--- config.mk ---
export PLATFORM = sky130hd
export DESIGN_NAME = sconv_device_port
export DESIGN_NICKNAME = d
export VERILOG_FILES = /design/src/rtl/sconv_pkg.sv /design/src/rtl/sconv_sync.sv /design/src/rtl/sconv_slot_tracker.sv /design/src/rtl/sconv_ctl_rx.sv /design/src/rtl/sconv_tx.sv /design/src/rtl/sconv_device_port.sv
export SDC_FILE = /design/constraint.sdc
export NUM_CORES = 1
export LEC_CHECK = 0
export BUFFER_PORTS_ARGS = -buffer_cell sky130_fd_sc_hd__buf_2
export CAP_MARGIN = 20
export CORE_MARGIN = 4
export CORE_UTILIZATION = 51
export CTS_BUF_LIST = sky130_fd_sc_hd__clkbuf_16
export CTS_CLUSTER_DIAMETER = 100
export DETAILED_ROUTE_END_ITERATION = 10
export PLACE_DENSITY = 0.74
export SKIP_CTS_REPAIR_TIMING = 1
export SYNTH_ARGS = -nofsm -noshare
export SYNTH_HDL_FRONTEND = slang
export SYNTH_SLANG_ARGS = --single-unit
--- constraint.sdc ---
create_clock -name clk -period 2.08 [get_ports clk]
set_clock_uncertainty 0.05 [all_clocks]
set_input_delay 0 -clock clk [delete_from_list [all_inputs] [get_ports clk]]
set_output_delay 0 -clock clk [all_outputs]
set_load 0.02 [all_outputs]
--- src/rtl/sconv_pkg.sv ---
// Package: shared constants of the emulated serial converter slot format.
// Assumes a fixed 16-cycle slot: 4 leading zero bits, 10 result bits, 2 trailing zeros.
package sconv_pkg;
    localparam int SLOT_CYCLES  = 16;                     // serial clocks per conversion slot
    localparam int LEAD_BITS    = 4;                      // leading zeros before the result
    localparam int RESULT_BITS  = 10;                     // width of a conversion result
    localparam int TRACK_FALLS  = 3;                      // falling edges spent in track
    localparam int CHAN_BITS    = 3;                      // width of the channel field
    localparam int CHAN_LSB_POS = 11;                     // lowest bit of the channel field
    localparam int IDX_W        = $clog2(SLOT_CYCLES);    // slot position counter width
endpackage

--- src/rtl/sconv_sync.sv ---
// Module: multi-stage synchroniser for a bundle of asynchronous inputs.
// Assumes the inputs change slowly compared to clk; STAGES must be at least 1.
module sconv_sync #(
    parameter int              W       = 1,
    parameter int              STAGES  = 2,
    parameter logic [W-1:0]    RST_VAL = '0
) (
    input  logic         clk,
    input  logic         rst_n,
    input  logic [W-1:0] d,
    output logic [W-1:0] q
);
    logic [W-1:0] chain [STAGES];

    genvar s;
    generate
        for (s = 0; s < STAGES; s++) begin : g_stage
            if (s == 0) begin : g_first
                // capture the raw asynchronous inputs
                always_ff @(posedge clk) begin
                    if (!rst_n) chain[0] <= RST_VAL;
                    else        chain[0] <= d;
                end
            end else begin : g_next
                // pass the value one stage further down the chain
                always_ff @(posedge clk) begin
                    if (!rst_n) chain[s] <= RST_VAL;
                    else        chain[s] <= chain[s-1];
                end
            end
        end
    endgenerate

    assign q = chain[STAGES-1];
endmodule

--- src/rtl/sconv_slot_tracker.sv ---
// Module: turns synchronised select/serial-clock levels into edge events,
// counts falling edges inside a slot, and runs the track/hold phase.
// Assumes cs_s and sclk_s are already synchronised to clk. A select fall with
// the serial clock low is merged with the first falling edge of the slot.
module sconv_slot_tracker
    import sconv_pkg::*;
(
    input  logic             clk,
    input  logic             rst_n,
    input  logic             cs_s,
    input  logic             sclk_s,
    output logic             fall_ev,
    output logic             rise_ev,
    output logic [IDX_W-1:0] fall_idx,
    output logic             in_hold,
    output logic             sample_req
);
    localparam logic [IDX_W-1:0] HOLD_IDX = IDX_W'(TRACK_FALLS);

    logic             cs_q;
    logic             sclk_q;
    logic             started;
    logic [IDX_W-1:0] fall_pos;
    logic             active;
    logic             cs_fall;

    // remember the previous synchronised levels for edge detection
    always_ff @(posedge clk) begin
        if (!rst_n) begin
            cs_q   <= 1'b1;
            sclk_q <= 1'b1;
        end else begin
            cs_q   <= cs_s;
            sclk_q <= sclk_s;
        end
    end

    // derive the frame-qualified clock edge events
    always_comb begin
        active  = !cs_s;
        cs_fall = cs_q && !cs_s;
        fall_ev = active && !sclk_s && (sclk_q || cs_fall);
        rise_ev = active && !cs_q && !sclk_q && sclk_s;
    end

    // position of the falling edge being handled now (0 = first of a slot)
    always_comb begin
        if (started) fall_idx = fall_pos + 1'b1;
        else         fall_idx = '0;
    end

    // advance the slot position on every falling edge inside a frame
    always_ff @(posedge clk) begin
        if (!rst_n || !active) begin
            started  <= 1'b0;
            fall_pos <= '0;
        end else if (fall_ev) begin
            started  <= 1'b1;
            fall_pos <= fall_idx;
        end
    end

    // track/hold phase and the request pulse at the switch into hold
    always_ff @(posedge clk) begin
        if (!rst_n || !active) begin
            in_hold    <= 1'b0;
            sample_req <= 1'b0;
        end else begin
            sample_req <= fall_ev && (fall_idx == HOLD_IDX);
            if (fall_ev && (fall_idx == '0))
                in_hold <= 1'b0;
            else if (fall_ev && (fall_idx == HOLD_IDX))
                in_hold <= 1'b1;
        end
    end

    AST_REQ_SINGLE_CYCLE: assert property (@(posedge clk) disable iff (!rst_n)
        sample_req |=> !sample_req);
    AST_REQ_WITH_HOLD: assert property (@(posedge clk) disable iff (!rst_n)
        sample_req |-> in_hold);
    AST_DESELECT_LEAVES_HOLD: assert property (@(posedge clk) disable iff (!rst_n)
        cs_s |=> (!in_hold && !sample_req));
    AST_EDGES_EXCLUSIVE: assert property (@(posedge clk) disable iff (!rst_n)
        !(fall_ev && rise_ev));
endmodule

--- src/rtl/sconv_ctl_rx.sv ---
// Module: shifts in the host control word on serial-clock rising edges and
// keeps the channel field of the last complete word.
// Assumes words arrive first bit = bit 15; a select rise drops a partial word.
module sconv_ctl_rx
    import sconv_pkg::*;
#(
    parameter int WORD_W = SLOT_CYCLES,
    parameter int CHAN_W = CHAN_BITS,
    parameter int CH_LSB = CHAN_LSB_POS
) (
    input  logic              clk,
    input  logic              rst_n,
    input  logic              cs_s,
    input  logic              din_s,
    input  logic              rise_ev,
    output logic [CHAN_W-1:0] chan
);
    localparam int SHR_W = CH_LSB + CHAN_W - 1;   // bits that still matter at word end
    localparam int CNT_W = $clog2(WORD_W);
    localparam logic [CNT_W-1:0] LAST_BIT = CNT_W'(WORD_W - 1);

    logic [SHR_W-1:0] shreg;
    logic [CNT_W-1:0] bit_cnt;
    logic             word_done;

    assign word_done = rise_ev && (bit_cnt == LAST_BIT);

    // collect incoming bits; a deselect clears the partial word
    always_ff @(posedge clk) begin
        if (!rst_n || cs_s) begin
            shreg   <= '0;
            bit_cnt <= '0;
        end else if (rise_ev) begin
            shreg   <= {shreg[SHR_W-2:0], din_s};
            bit_cnt <= bit_cnt + 1'b1;
        end
    end

    // commit the channel field once a full word has been received
    always_ff @(posedge clk) begin
        if (!rst_n)
            chan <= '0;
        else if (word_done)
            chan <= shreg[SHR_W-1 -: CHAN_W];
    end

    AST_CHAN_ONLY_AT_WORD_END: assert property (@(posedge clk) disable iff (!rst_n)
        !word_done |=> $stable(chan));
    AST_DESELECT_CLEARS_COUNT: assert property (@(posedge clk) disable iff (!rst_n)
        cs_s |=> (bit_cnt == '0));
endmodule

--- src/rtl/sconv_tx.sv ---
// Module: captures the requested sample and drives the serial result bits,
// one bit per falling edge, in the fixed slot layout.
// Assumes sample_data is valid in the cycle sample_req is high.
module sconv_tx
    import sconv_pkg::*;
#(
    parameter int RES_W = RESULT_BITS
) (
    input  logic             clk,
    input  logic             rst_n,
    input  logic             cs_s,
    input  logic             fall_ev,
    input  logic [IDX_W-1:0] fall_idx,
    input  logic             sample_req,
    input  logic [RES_W-1:0] sample_data,
    output logic             dout,
    output logic             dout_oe
);
    localparam int SEL_W = (RES_W > 1) ? $clog2(RES_W) : 1;

    logic [RES_W-1:0] data_q;
    logic             bit_next;
    logic [SEL_W-1:0] sel;

    // hold the sample captured at the track-to-hold switch
    always_ff @(posedge clk) begin
        if (!rst_n)          data_q <= '0;
        else if (sample_req) data_q <= sample_data;
    end

    // choose the bit belonging to the current slot position
    always_comb begin
        int pos;
        pos      = LEAD_BITS + RES_W - 1 - int'(fall_idx);
        sel      = pos[SEL_W-1:0];
        bit_next = 1'b0;
        if (int'(fall_idx) >= LEAD_BITS && int'(fall_idx) < LEAD_BITS + RES_W)
            bit_next = data_q[sel];
    end

    // drive the serial line and its enable
    always_ff @(posedge clk) begin
        if (!rst_n || cs_s) begin
            dout    <= 1'b0;
            dout_oe <= 1'b0;
        end else begin
            dout_oe <= 1'b1;
            if (fall_ev) dout <= bit_next;
        end
    end

    AST_QUIET_WHEN_OFF: assert property (@(posedge clk) disable iff (!rst_n)
        !dout_oe |-> !dout);
    AST_DATA_HELD_OUTSIDE_REQ: assert property (@(posedge clk) disable iff (!rst_n)
        !$past(sample_req) |-> $stable(data_q));
endmodule

--- src/rtl/sconv_device_port.sv ---
// Module: top of the device-side serial converter emulator. Synchronises the
// host lines, tracks slots and phase, receives channel words, and serialises
// the requested samples.
// Assumes clk is at least 8x faster than the serial clock.
module sconv_device_port
    import sconv_pkg::*;
#(
    parameter int RES_W       = RESULT_BITS,
    parameter int CHAN_W      = CHAN_BITS,
    parameter int WORD_W      = SLOT_CYCLES,
    parameter int SYNC_STAGES = 2
) (
    input  logic              clk,
    input  logic              rst_n,
    input  logic              cs_n,
    input  logic              sclk,
    input  logic              din,
    input  logic [RES_W-1:0]  sample_data,
    output logic              dout,
    output logic              dout_oe,
    output logic              in_hold,
    output logic              sample_req,
    output logic [CHAN_W-1:0] sample_chan
);
    logic [2:0]       sync_q;
    logic             cs_s;
    logic             sclk_s;
    logic             din_s;
    logic             fall_ev;
    logic             rise_ev;
    logic [IDX_W-1:0] fall_idx;

    sconv_sync #(.W(3), .STAGES(SYNC_STAGES), .RST_VAL(3'b110)) u_sync (
        .clk   (clk),
        .rst_n (rst_n),
        .d     ({cs_n, sclk, din}),
        .q     (sync_q)
    );

    assign cs_s   = sync_q[2];
    assign sclk_s = sync_q[1];
    assign din_s  = sync_q[0];

    sconv_slot_tracker u_track (
        .clk        (clk),
        .rst_n      (rst_n),
        .cs_s       (cs_s),
        .sclk_s     (sclk_s),
        .fall_ev    (fall_ev),
        .rise_ev    (rise_ev),
        .fall_idx   (fall_idx),
        .in_hold    (in_hold),
        .sample_req (sample_req)
    );

    sconv_ctl_rx #(.WORD_W(WORD_W), .CHAN_W(CHAN_W), .CH_LSB(CHAN_LSB_POS)) u_rx (
        .clk     (clk),
        .rst_n   (rst_n),
        .cs_s    (cs_s),
        .din_s   (din_s),
        .rise_ev (rise_ev),
        .chan    (sample_chan)
    );

    sconv_tx #(.RES_W(RES_W)) u_tx (
        .clk         (clk),
        .rst_n       (rst_n),
        .cs_s        (cs_s),
        .fall_ev     (fall_ev),
        .fall_idx    (fall_idx),
        .sample_req  (sample_req),
        .sample_data (sample_data),
        .dout        (dout),
        .dout_oe     (dout_oe)
    );

    AST_TRACK_OUTPUTS_ZERO: assert property (@(posedge clk) disable iff (!rst_n)
        !in_hold |-> !dout);
    AST_HOLD_NEEDS_ENABLE: assert property (@(posedge clk) disable iff (!rst_n)
        in_hold |-> dout_oe);
endmodule

==> impl_metrics.env <==
export IMPL_outcome="finished, violations left"
export IMPL_violations="hold timing"
export IMPL_via_count=1510
export IMPL_p_total_mw=1.72
export IMPL_ios=22
export IMPL_multi_input_area_um2=917
export IMPL_grt_max_degree=22
export IMPL_gp_congestion=0.842
export IMPL_pre_cts_ws_ns=0.0608
export IMPL_dpl_cell_count=277
export IMPL_tightest_slew_ns=0.607
export IMPL_syn_nets=232
export IMPL_syn_inst=213
export IMPL_clkTransAtPathRegs_ns=0.06
export IMPL_ff2ff_path_depth=9
export IMPL_syn_area_um2=1920
export IMPL_min_period_ns=1.99
export IMPL_cp_end_kind="flop"
export IMPL_cts_tree="built"
export IMPL_hold_slack_ns=-0.0683
export IMPL_layout_common_cells="46 x dfxtp_1, 38 x nand2_1, 21 x buf_2"
export IMPL_avgSynthCellArea_um2=9.01
export IMPL_clock_path_buffers=2
export IMPL_regArea_um2=942
export IMPL_cts_root_buf="clkbuf_16"
export IMPL_layout_commonest_cell="dfxtp_1"
export IMPL_fmax_ghz=0.503
export IMPL_cts_sinks=47
export IMPL_die_area_um2=4810
export IMPL_hold_depth=3
export IMPL_first_iter_violations=71
export IMPL_setup_ws_ns=0.0915
export IMPL_ir_drop_uv=611
export IMPL_path_max_fanout=4
export IMPL_layout_drive_gt1_share_pct=18.5
export IMPL_area_delta_synth_final_pct=23.0
export IMPL_final_cells=296
export IMPL_hpwlAfterDp_mm=2.38
export IMPL_drv_slew=0
export IMPL_portBuffers=21
export IMPL_viasPerCell=5.10
export IMPL_grt_ovfl_total=0
export IMPL_clock_latency_ns=0.28
export IMPL_start_util_pct=52.4
export IMPL_synth_edf_count=0
export IMPL_die_w_um=69.3
export IMPL_rows=22
export IMPL_n_fill_cell=305
export IMPL_max_cap_violations=0
export IMPL_p_leak_nw=0.841
export IMPL_h_tree_depth=2
export IMPL_diodes=0
export IMPL_finalHoldViolations=1
export IMPL_path_class="flop to flop"
export IMPL_ys_ff_latch=47
export IMPL_grt_pass1_vias=1313
export IMPL_routed_wirelength_mm=3.64
export IMPL_synth_ff_type="dfxtp_1"
export IMPL_grt_pass1_wl_mm=5.86
export IMPL_die_h_um=69.3
export IMPL_cts_buffers=5
export IMPL_nets=267
export IMPL_worst_endpoint_required_ns=2.20
export IMPL_antenna_found_initial=0
export IMPL_powerDensity_nw_per_um2=730
export IMPL_fin_crit_sh_pct=95.6
export IMPL_ys_seq_area_share_pct=49.0
export IMPL_ant_nets=0
export IMPL_drcViolationCount=0
export IMPL_fin_area_um2=2360
export IMPL_critPathLaunchType="flop"
export IMPL_finalSetupViolCount=0
export IMPL_ys_async_sr_fraction_pct=0
export IMPL_fp_coreArea_um2=3660
export IMPL_yosys_warnings=0
export IMPL_postPlaceCellArea_um2=2080
export IMPL_post_drt_wl_per_cell_um=12.3
export IMPL_arrival_ns=2.11
export IMPL_grt_use_total_pct=15.3
export IMPL_detailedRoute_firstPassIterationCount=4
export IMPL_synthDistinctLibCells=38
export IMPL_slew_headroom_pct=59.5
export IMPL_hold_class="input port to flop"
## flip-flops by register name, indices dropped and copies added, names as in the netlist, 3 cells and up
name and cells:
u_rx.shreg 13, u_rx.bit_cnt 4, u_rx.chan 3, u_sync.chain 6
u_tx.data_q 10, u_track.fall_pos 4
## worst paths after layout
| check | start | end | slack [ns] |
|---|---|---|---|
| setup reg to reg | u_track.fall_pos[1] | u_tx.dout | 0.09 |
| hold reg to reg | u_sync.chain[0][2] | u_sync.chain[1][2] | 0.36 |
| setup / recovery | u_track.fall_pos[1] | u_tx.dout | 0.09 |
| hold / removal | sample_data[8] | u_tx.data_q[8] | -0.07 |
## through the flow
step | TNS [ns] | utilization (%)
global placement | 0 | 56.8
detailed placement | 0 | 56.8
global route | -0.000544 | 64.5
CTS | 0 | 60.5
finish | 0 | 64.5
floorplan | 0 | -
## worst max-delay path: stages (launching register included)
cell	delay [ns]
dfxtp_2	0.34
ha_2	0.19
xor2_1	0.14
nand2_1	0.14
inv_2	0.07
ha_1	0.19
or3_1	0.37
and2_4	0.17
o211ai_2	0.16
a21oi_2	0.06
## cells in the mapped netlist, types with 3 or more instances
library cell | number | share of area, %
a21oi_1 | 20 | 5.2
and2_1 | 3 | 0.98
clkbuf_1 | 7 | 1.4
dfxtp_1 | 47 | 49
ha_1 | 4 | 2.6
inv_1 | 6 | 1.2
mux2i_1 | 14 | 7.3
nand2_1 | 39 | 7.6
nand2b_1 | 7 | 2.3
nor2_1 | 12 | 2.3
nor2b_1 | 13 | 4.2
nor3_1 | 3 | 0.78
o211ai_1 | 3 | 1.2
or3_1 | 3 | 0.98
xor2_1 | 5 | 2.3
## metal layers
layer / vias up / track usage, % / part of all wire (%)
met5: - / 0 / 0
met4: 0 / 7.16 / 2.0
met3: 5 / 5.51 / 3.8
met2: 25 / 23.5 / 46
met1: 706 / 18.9 / 48
li1: 774 / - / -
## cells by family (layout without fill, tap and decap cells)
| kind of cell | count (synthesis) | in the layout | synth area share [%] |
|---|---|---|---|
| and+or+nand+nor | 87 | 87 | 22.2 |
| adders and majority gates | 4 | 4 | 2.61 |
| xor gates and xnor gates | 6 | 6 | 2.74 |
| AOI/OAI and AO/OA | 36 | 36 | 11.7 |
| DFF | 47 | 47 | 49.0 |
| muxes | 14 | 14 | 7.30 |
| buffers and inverters | 19 | 54 | 4.43 |
## where the power goes
| part | internal [mW] | switching, mW | leakage [nW] |
|---|---|---|---|
| Sequential | 0.907 | 0.00225 | 0.381 |
| Combinational | 0.0330 | 0.0189 | 0.393 |
| Clock | 0.439 | 0.324 | 0.0677 |
| Total | 1.38 | 0.345 | 0.841 |
## cell type report
type | count | area share (%)
Sequential cell | 47 | 39.9
Timing Repair Buffer | 40 | 11.8
Multi-Input combinational cell | 147 | 38.8
Tap cell | 48 | 2.54
Clock buffer | 5 | 5.30
Inverter | 7 | 1.11
Clock inverter | 2 | 0.530
(Power assumes the default switching activity.)
